$ cat src/rtl/cbag_pkg.sv
package cbag_pkg;
  localparam int ADDR_W = 32;
  localparam int FIELD_W = 5;

  typedef enum logic [1:0] {
    FORM_PLAIN = 2'b00,
    FORM_PRE   = 2'b01,
    FORM_POST  = 2'b10,
    FORM_PLN2  = 2'b11
  } form_e;

  typedef enum logic [1:0] {
    MODE_LIN  = 2'b00,
    MODE_CB0  = 2'b01,
    MODE_CB1  = 2'b10,
    MODE_RSV  = 2'b11
  } mode_e;

  // strobes from control to datapath
  typedef struct packed {
    logic               circEn;
    logic [FIELD_W-1:0] blkN;
    logic               addrPre;
    logic               wbReq;
  } strobe_t;
endpackage

$ cat src/rtl/cbag_ctrl.sv
module cbag_ctrl
  import cbag_pkg::*;
#(
  parameter int NUM_REGS = 8,
  parameter int IDX_W = $clog2(NUM_REGS),
  parameter int BLK0_LSB = 16,
  parameter int BLK1_LSB = 21
) (
  input  logic [IDX_W-1:0]  regIdx,
  input  logic [ADDR_W-1:0] modeReg,
  input  logic [1:0]        form,
  output strobe_t           strobes
);
  logic [1:0] regMode [NUM_REGS];
  logic [1:0] selMode;

  genvar gi;
  generate
    for (gi = 0; gi < NUM_REGS; gi++) begin : g_mode
      assign regMode[gi] = modeReg[2*gi +: 2];
    end
  endgenerate

  assign selMode = regMode[regIdx];

  always_comb begin
    strobes = '0;
    unique case (mode_e'(selMode))
      MODE_CB0: begin
        strobes.circEn = 1'b1;
        strobes.blkN   = modeReg[BLK0_LSB +: FIELD_W];
      end
      MODE_CB1: begin
        strobes.circEn = 1'b1;
        strobes.blkN   = modeReg[BLK1_LSB +: FIELD_W];
      end
      default: begin
        strobes.circEn = 1'b0;
        strobes.blkN   = '0;
      end
    endcase
    unique case (form_e'(form))
      FORM_PRE:  begin strobes.addrPre = 1'b1; strobes.wbReq = 1'b1; end
      FORM_POST: begin strobes.addrPre = 1'b0; strobes.wbReq = 1'b1; end
      default:   begin strobes.addrPre = 1'b1; strobes.wbReq = 1'b0; end
    endcase
  end
endmodule

$ cat src/rtl/cbag_dp.sv
module cbag_dp
  import cbag_pkg::*;
#(
  parameter int IMM_W = 5
) (
  input  logic [ADDR_W-1:0] baseVal,
  input  logic [ADDR_W-1:0] offReg,
  input  logic [IMM_W-1:0]  offImm,
  input  logic              useImm,
  input  logic [1:0]        accSize,
  input  logic              subtract,
  input  strobe_t           strobes,
  output logic [ADDR_W-1:0] addrNext,
  output logic [ADDR_W-1:0] baseNext
);
  localparam int SH_W = $clog2(ADDR_W) + 1;
  localparam logic [SH_W-1:0] TOP_BIT = SH_W'(ADDR_W - 1);

  logic [ADDR_W-1:0] offRaw;
  logic [ADDR_W-1:0] offScaled;
  logic [ADDR_W-1:0] sumVal;
  logic [ADDR_W-1:0] lowMask;
  logic [SH_W-1:0]   shAmt;
  logic [ADDR_W-1:0] modVal;

  assign offRaw    = useImm ? ADDR_W'(offImm) : offReg;
  assign offScaled = offRaw << accSize;
  assign sumVal    = subtract ? (baseVal - offScaled) : (baseVal + offScaled);

  // bits blkN..0 are free; blkN = 31 frees the whole word
  assign shAmt   = TOP_BIT - SH_W'(strobes.blkN);
  assign lowMask = strobes.circEn ? ({ADDR_W{1'b1}} >> shAmt) : {ADDR_W{1'b1}};
  assign modVal  = (sumVal & lowMask) | (baseVal & ~lowMask);

  assign addrNext = strobes.addrPre ? modVal : baseVal;
  assign baseNext = modVal;
endmodule

$ cat src/rtl/cbag_top.sv
module cbag_top
  import cbag_pkg::*;
#(
  parameter int NUM_REGS = 8,
  parameter int IDX_W = $clog2(NUM_REGS),
  parameter int IMM_W = 5
) (
  input  logic              clk,
  input  logic              rstN,
  input  logic              reqValid,
  input  logic [31:0]       baseVal,
  input  logic [IDX_W-1:0]  regIdx,
  input  logic [31:0]       offReg,
  input  logic [IMM_W-1:0]  offImm,
  input  logic              useImm,
  input  logic [1:0]        accSize,
  input  logic              subtract,
  input  logic [1:0]        form,
  input  logic [31:0]       modeReg,
  output logic              outValid,
  output logic [31:0]       memAddr,
  output logic [31:0]       newBase,
  output logic              wbEn
);
  strobe_t           strobes;
  logic [ADDR_W-1:0] addrNext;
  logic [ADDR_W-1:0] baseNext;

  cbag_ctrl #(.NUM_REGS(NUM_REGS), .IDX_W(IDX_W)) u_ctrl (
    .regIdx (regIdx),
    .modeReg(modeReg),
    .form   (form),
    .strobes(strobes)
  );

  cbag_dp #(.IMM_W(IMM_W)) u_dp (
    .baseVal (baseVal),
    .offReg  (offReg),
    .offImm  (offImm),
    .useImm  (useImm),
    .accSize (accSize),
    .subtract(subtract),
    .strobes (strobes),
    .addrNext(addrNext),
    .baseNext(baseNext)
  );

  always_ff @(posedge clk or negedge rstN) begin
    if (!rstN) begin
      outValid <= 1'b0;
      wbEn     <= 1'b0;
      memAddr  <= '0;
      newBase  <= '0;
    end else begin
      outValid <= reqValid;
      wbEn     <= reqValid & strobes.wbReq;
      if (reqValid) begin
        memAddr <= addrNext;
        newBase <= baseNext;
      end
    end
  end
endmodule

$ cat config.mk
export PLATFORM = sky130hd
export DESIGN_NAME = cbag_top
export DESIGN_NICKNAME = d
export VERILOG_FILES = /design/src/rtl/cbag_pkg.sv /design/src/rtl/cbag_ctrl.sv /design/src/rtl/cbag_dp.sv /design/src/rtl/cbag_top.sv
export SDC_FILE = /design/constraint.sdc
export NUM_CORES = 1
export LEC_CHECK = 0
export BUFFER_PORTS_ARGS = -buffer_cell sky130_fd_sc_hd__buf_2
export CAP_MARGIN = 20
export CORE_AREA = 2 2 119 150
export CTS_BUF_LIST = sky130_fd_sc_hd__clkbuf_2
export CTS_CLUSTER_SIZE = 16
export DETAILED_ROUTE_END_ITERATION = 12
export DIE_AREA = 0 0 121 152
export PLACE_DENSITY = 0.72
export SLEW_MARGIN = 20
export SYNTH_ARGS = -nofsm -noshare
export SYNTH_HDL_FRONTEND = slang
export SYNTH_SLANG_ARGS = --single-unit
$ cat constraint.sdc
create_clock -name clk -period 0.97 [get_ports clk]
set_input_delay 0.097 -clock clk [delete_from_list [all_inputs] [get_ports clk]]
set_output_delay 0.097 -clock clk [all_outputs]
set_load 0.02 [all_outputs]
# After elaboration in Yosys (flattened, before gate mapping)
# Cells that the tools add are included.
[totals] input_bits=113 reg_bits=66 output_inout_bits=66
[classes] bitwise=6 addsub=3 eq_ne=4 n_shift=2 n_lt_le_gt_ge=1 muxes=9
[op_table] cell="$mux 32" count=4
[op_table] cell="$and 32x32->32" count=2
[op_table] cell="$add 32x32->32" count=1
[op_table] cell="$not 32->32" count=1
[op_table] cell="$or 32x32->32" count=1
[op_table] cell="$shl 32x2->32" count=1
[op_table] cell="$shr 32x6->32 const A" count=1
[op_table] cell="$sub 32x32->32" count=1
[op_table] cell="$pmux 6 s2" count=1
[op_table] cell="$bmux 2 s3" count=1
[op_table] cell="$sub 5x5->6 const A" count=1
[op_table] cell="$eq 2x1->1 const B" count=2
[op_table] cell="$eq 2x2->1 const B" count=2
[op_table] cell="$ge 4x4->1 const B" count=1
[op_table] cell="$mux 2" count=2
[op_table] cell="$not 3->4" count=1
[op_table] cell="$pmux 2 s2" count=1
[op_table] cell="$and 1x1->1" count=1

# Longest topological paths before layout
[logic_depth] depth_word=13 mapped_depth=28 ltp_nobuf=23

# Modules after synthesis
# From an unflattened synthesis, not the netlist that was laid out.
[unflattened] cells_unflattened=855 area_unflattened_um2=7591.0
[by_module_without_submodules] mod="cbag_dp" cells_each=692 area_per_inst_um2=4699.5 instances=1
[by_module_without_submodules] mod="cbag_top" cells_each=138 area_per_inst_um2=2635.0 instances=1
[by_module_without_submodules] mod="cbag_ctrl" cells_each=25 area_per_inst_um2=256.5 instances=1

# Worst setup path after synthesis
# Ideal clock, no wire load.
[synth_timing] kind="input to register" from="in accSize[1]" to="reg memAddr[31]" required_ns=0.901 path_slack_ns=-4.307 t_arrival_ns=5.208 setup_time_ns=0.069 stages=27 path_cell_list="buf_2 > buf_2 > buf_4 > buf_4 > clkbuf_1 > clkbuf_1 > clkbuf_1 > nor2_1 > inv_1 > ha_1 > nand4b_1 > nor3_1 > nand2_1 > nor3_1 > a21oi_1 > xor2_1 > ha_1 > a21o_1 > a21o_1 > a21o_1 > a32oi_1 > a31oi_1 > o21ai_0 > a21o_1 > a21oi_1 > or3_1 > nand3_1"
[synth_via] elab_chain_cells=6 elab_cells_between_ends=7 classes_between="add/sub (2); shift (1); mux (2); bitwise (2)"
[synth_lines] element="start: declaration" line_no="cbag_top.sv:16" source="input logic [1:0] accSize,"
[synth_lines] element="$shl 32x2->32 *" line_no="cbag_dp.sv:27" source="assign offScaled = offRaw << accSize;"
[synth_lines] element="$add 32x32->32 / $sub 32x32->32 (equally long branches)" line_no="cbag_dp.sv:28" source="assign sumVal = subtract ? (baseVal - offScaled) : (baseVal + offScaled);"
[synth_lines] element="$mux 32 *" line_no="cbag_dp.sv:28"
[synth_lines] element="$and 32x32->32 *" line_no="cbag_dp.sv:33" source="assign modVal = (sumVal & lowMask) | (baseVal & ~lowMask);"
[synth_lines] element="$or 32x32->32 *" line_no="cbag_dp.sv:33"
[synth_lines] element="$mux 32 *" line_no="cbag_dp.sv:35" source="assign addrNext = strobes.addrPre ? modVal : baseVal;"
[synth_lines] element="end signal: assignment" line_no="cbag_top.sv:58" source="memAddr <= addrNext;"
[synth_lines] element="end: declaration" line_no="cbag_top.sv:21" source="output logic [31:0] memAddr,"
# Mark *: on every way between the ends. The rest lies on a longest branch, timed or not.
# A chain may end at the register's enable or synchronous reset.

# Final worst setup path
[layout_timing] from="in useImm" to="reg newBase[30]"
[layout_via] elab_chain_cells=6 elab_cells_between_ends=7 classes_between="add/sub (2); shift (1); mux (2); bitwise (2)"
[layout_lines] element="start: declaration" line_no="cbag_top.sv:15" source="input logic useImm,"
[layout_lines] element="$mux 32 *" line_no="cbag_dp.sv:26" source="assign offRaw = useImm ? ADDR_W'(offImm) : offReg;"
[layout_lines] element="$shl 32x2->32 *" line_no="cbag_dp.sv:27"
[layout_lines] element="$add 32x32->32 / $sub 32x32->32 (equally long branches)" line_no="cbag_dp.sv:28"
[layout_lines] element="$mux 32 *" line_no="cbag_dp.sv:28"
[layout_lines] element="$and 32x32->32 *" line_no="cbag_dp.sv:33"
[layout_lines] element="$or 32x32->32 *" line_no="cbag_dp.sv:33"
[layout_lines] element="end signal: assignment" line_no="cbag_top.sv:59" source="newBase <= baseNext;"
[layout_lines] element="end: declaration" line_no="cbag_top.sv:22" source="output logic [31:0] newBase,"
# Marked as above.

==> flow_metrics.env <==
export IMPL_synth_edff_count=0
export IMPL_final_util_pct=72.3
export IMPL_synth_cells=879
export IMPL_ant_nets=0
export IMPL_rsz0062_at_grt="true"
export IMPL_drive_gt1_share_pct=52.2
export IMPL_areaGrowthSynthToFinish_pct=76.7
export IMPL_antenna_found_initial=2
export IMPL_synth_distinct_cells=71
export IMPL_synth_flop_cell="dfrtp_1"
export IMPL_min_path_cells=4
export IMPL_cts_tree="built"
export IMPL_finalHoldViolCount=0
export IMPL_synth_top_area_share_pct=23.6
export IMPL_end_kind="flop"
export IMPL_grt_pass1_wl_um=43300
export IMPL_final_min_clock_period_ns=3.94
export IMPL_ff_latch_area_um2=1650
export IMPL_path_clk_slew_ns=0.23
export IMPL_die_h_um=152
export IMPL_cts_root_buf="clkbuf_2"
export IMPL_place_gp_congestion=0.913
export IMPL_fp_coreArea_um2=17100
export IMPL_synth_area_um2=6990
export IMPL_slew_viol_final=0
export IMPL_first_pass_iters=6
export IMPL_start_util_pct=40.9
export IMPL_finalSetupViolations=128
export IMPL_vias_per_cell=5.82
export IMPL_hp_class="in -> reg"
export IMPL_vias=9439
export IMPL_ios=179
export IMPL_route_detailed_wl_per_inst_um=19.5
export IMPL_cts_inserted_buffers=9
export IMPL_netlist_top_cells_count="nor2_1, a21oi_1, nand2_1"
export IMPL_grt_max_degree=67
export IMPL_arrival_ns=4.41
export IMPL_p_leak_nw=5.87
export IMPL_status="complete, but fails checks"
export IMPL_cp_max_fo=4
export IMPL_p_per_area_nw_per_um2=1660
export IMPL_slew_headroom_pct=55.7
export IMPL_rows=54
export IMPL_first_global_vias=8965
export IMPL_rr_worst_depth=3
export IMPL_post_place_ws_ns=-3.40
export IMPL_synthArstFlopShare_pct=100
export IMPL_clock_latency_ns=0.53
export IMPL_wl_um=31600
export IMPL_final_period_utilization_pct=406
export IMPL_required_ns=1.44
export IMPL_cts_max_level=3
export IMPL_path_class="in -> reg"
export IMPL_nNetsFinal=1540
export IMPL_skew_ns=0
export IMPL_fillCellCount=1139
export IMPL_grt_overflow=0
export IMPL_synth_most_common_cell="nor2_1"
export IMPL_dieArea_um2=18400
export IMPL_worst_slew_pin_slew_ns=0.658
export IMPL_drt_iter0_drc=815
export IMPL_cts_sinks=66
export IMPL_cap_violations=0
export IMPL_grt_usage_pct=29.2
export IMPL_peakVddDrop_uv=722
export IMPL_worst_slack_ns=-2.97
export IMPL_die_width_um=121
export IMPL_synth_seq_cells=66
export IMPL_syn_num_nets=1028
export IMPL_timing_fmax_mhz=254
export IMPL_synth_area_leaders="dfrtp_1, a21oi_1, mux2i_1"
export IMPL_avgSynthCellArea_um2=7.96
export IMPL_synth_largest_area_cell="dfrtp_1"
export IMPL_drc=0
export IMPL_clock_path_buffers=2
export IMPL_violations="negative setup slack"
export IMPL_ys_warn_count=0
export IMPL_port_buffers=172
export IMPL_start_kind="input port"
export IMPL_multi_input_area_um2=5930
export IMPL_ys_seq_area_share_pct=23.6
export IMPL_dpl_hpwl_um=19300
-- worst max-delay path: stages --
cell and delay [ns]:
buf_8 0.09, mux4_2 0.51, or2_4 0.28, nor3_4 0.13, nor2b_4 0.18, nand2_2 0.07, a21oi_2 0.13, a21oi_1 0.09
o32a_1 0.34, ha_4 0.25, a21o_1 0.19, a31oi_4 0.24, o2bb2ai_4 0.13, a2111oi_4 0.32, o31a_1 0.29, o21ai_2 0.10
a31o_2 0.27, a31oi_1 0.21, xnor2_1 0.19, mux2i_1 0.12, a21oi_1 0.18
-- per-layer routing --
metal	vias up	routed length, um	global-route usage (%)
li1	4205	-	-
met1	4429	11200	32.4
met2	598	15700	52.9
met3	205	2430	4.62
met4	2	2230	14.6
met5	-	7	0
-- cells in the final DEF, fill, tap and decap left out, types with 28 or more instances in the layout --
cell,count
nor2_1,105
dfrtp_1,66
a21oi_2,34
mux2i_1,51
a21oi_1,74
buf_4,331
buf_6,84
buf_2,102
dlygate4sd3_1,28
nand2_1,62
o21ai_0,33
-- cell families (layout without fill, tap and decap cells) --
| logic type | Yosys count | in the layout | synth area share, % |
|---|---|---|---|
| and+or+nand+nor | 290 | 290 | 19.5 |
| AOI/OAI and AO/OA | 273 | 273 | 23.8 |
| muxes | 94 | 94 | 16.1 |
| buffers and inverters | 70 | 587 | 4.19 |
| DFF | 66 | 66 | 23.6 |
| xor gates and xnor gates | 50 | 50 | 6.26 |
| adders and majority gates | 36 | 36 | 6.55 |
| other | 0 | 1 | 0 |
-- flip-flops by register name, summed over array words and instances (netlist names) --
register  count
outValid      1
wbEn          1
newBase      32
memAddr      32
-- final cells by class --
type | count | share of cell area [%]
Antenna cell | 1 | 0.0203
Sequential cell | 66 | 13.4
Clock buffer | 11 | 0.446
Inverter | 20 | 0.608
Timing Repair Buffer | 551 | 35.0
Tap cell | 224 | 2.27
Clock inverter | 5 | 0.253
Multi-Input combinational cell | 743 | 48.0
-- where the power goes --
part           leakage, nW  internal (W)  switching [W]  total (W)
clock               0.0516      0.000341        0.00115    0.00149
sequential           0.757       0.00357       0.000693    0.00426
combinational         5.06       0.00768        0.00707     0.0148
-- path summary, 6_finish.rpt --
path / from / endpoint / slack, ns
max: useImm / newBase[30] / -2.97
min: baseVal[16] / newBase[16] / 0.009
min in group asynchronous: rstN / memAddr[26] / 0.04
max reg2reg: newBase[11] / newBase[11] / -0.08
max in group asynchronous: rstN / memAddr[13] / 0.56
min reg2reg: memAddr[7] / memAddr[7] / 0.56
-- stage by stage --
step / TNS, ns / instances / area, um2 / total power [W] / hold WS, ns
after floorplan: -162.51 / 879 / 7310 / 0.00979 / -0.199
after global placement: -173.89 / 1489 / 10200 / 0.0140 / 0.134
after detailed placement: -177.97 / 1489 / 10200 / 0.0143 / 0.141
after CTS: -147.40 / 1583 / 11800 / 0.0184 / 0.00523
after global routing: -168.11 / 1621 / 12400 / 0.0214 / -0.00204
final: -159.33 / 1621 / 12400 / 0.0205 / 0.00853
-- timing repair --
item | 4_1_cts | 5_1_grt
hold endpoints to repair | 105 | 0
pin swaps | 73 | 56
hold buffers | 28 | 0
setup buffers | 56 | 42
endpoints found under the setup margin | 130 | 128
resized for setup | 235 | 70
No activity file was read; power rests on OpenSTA's default activity.
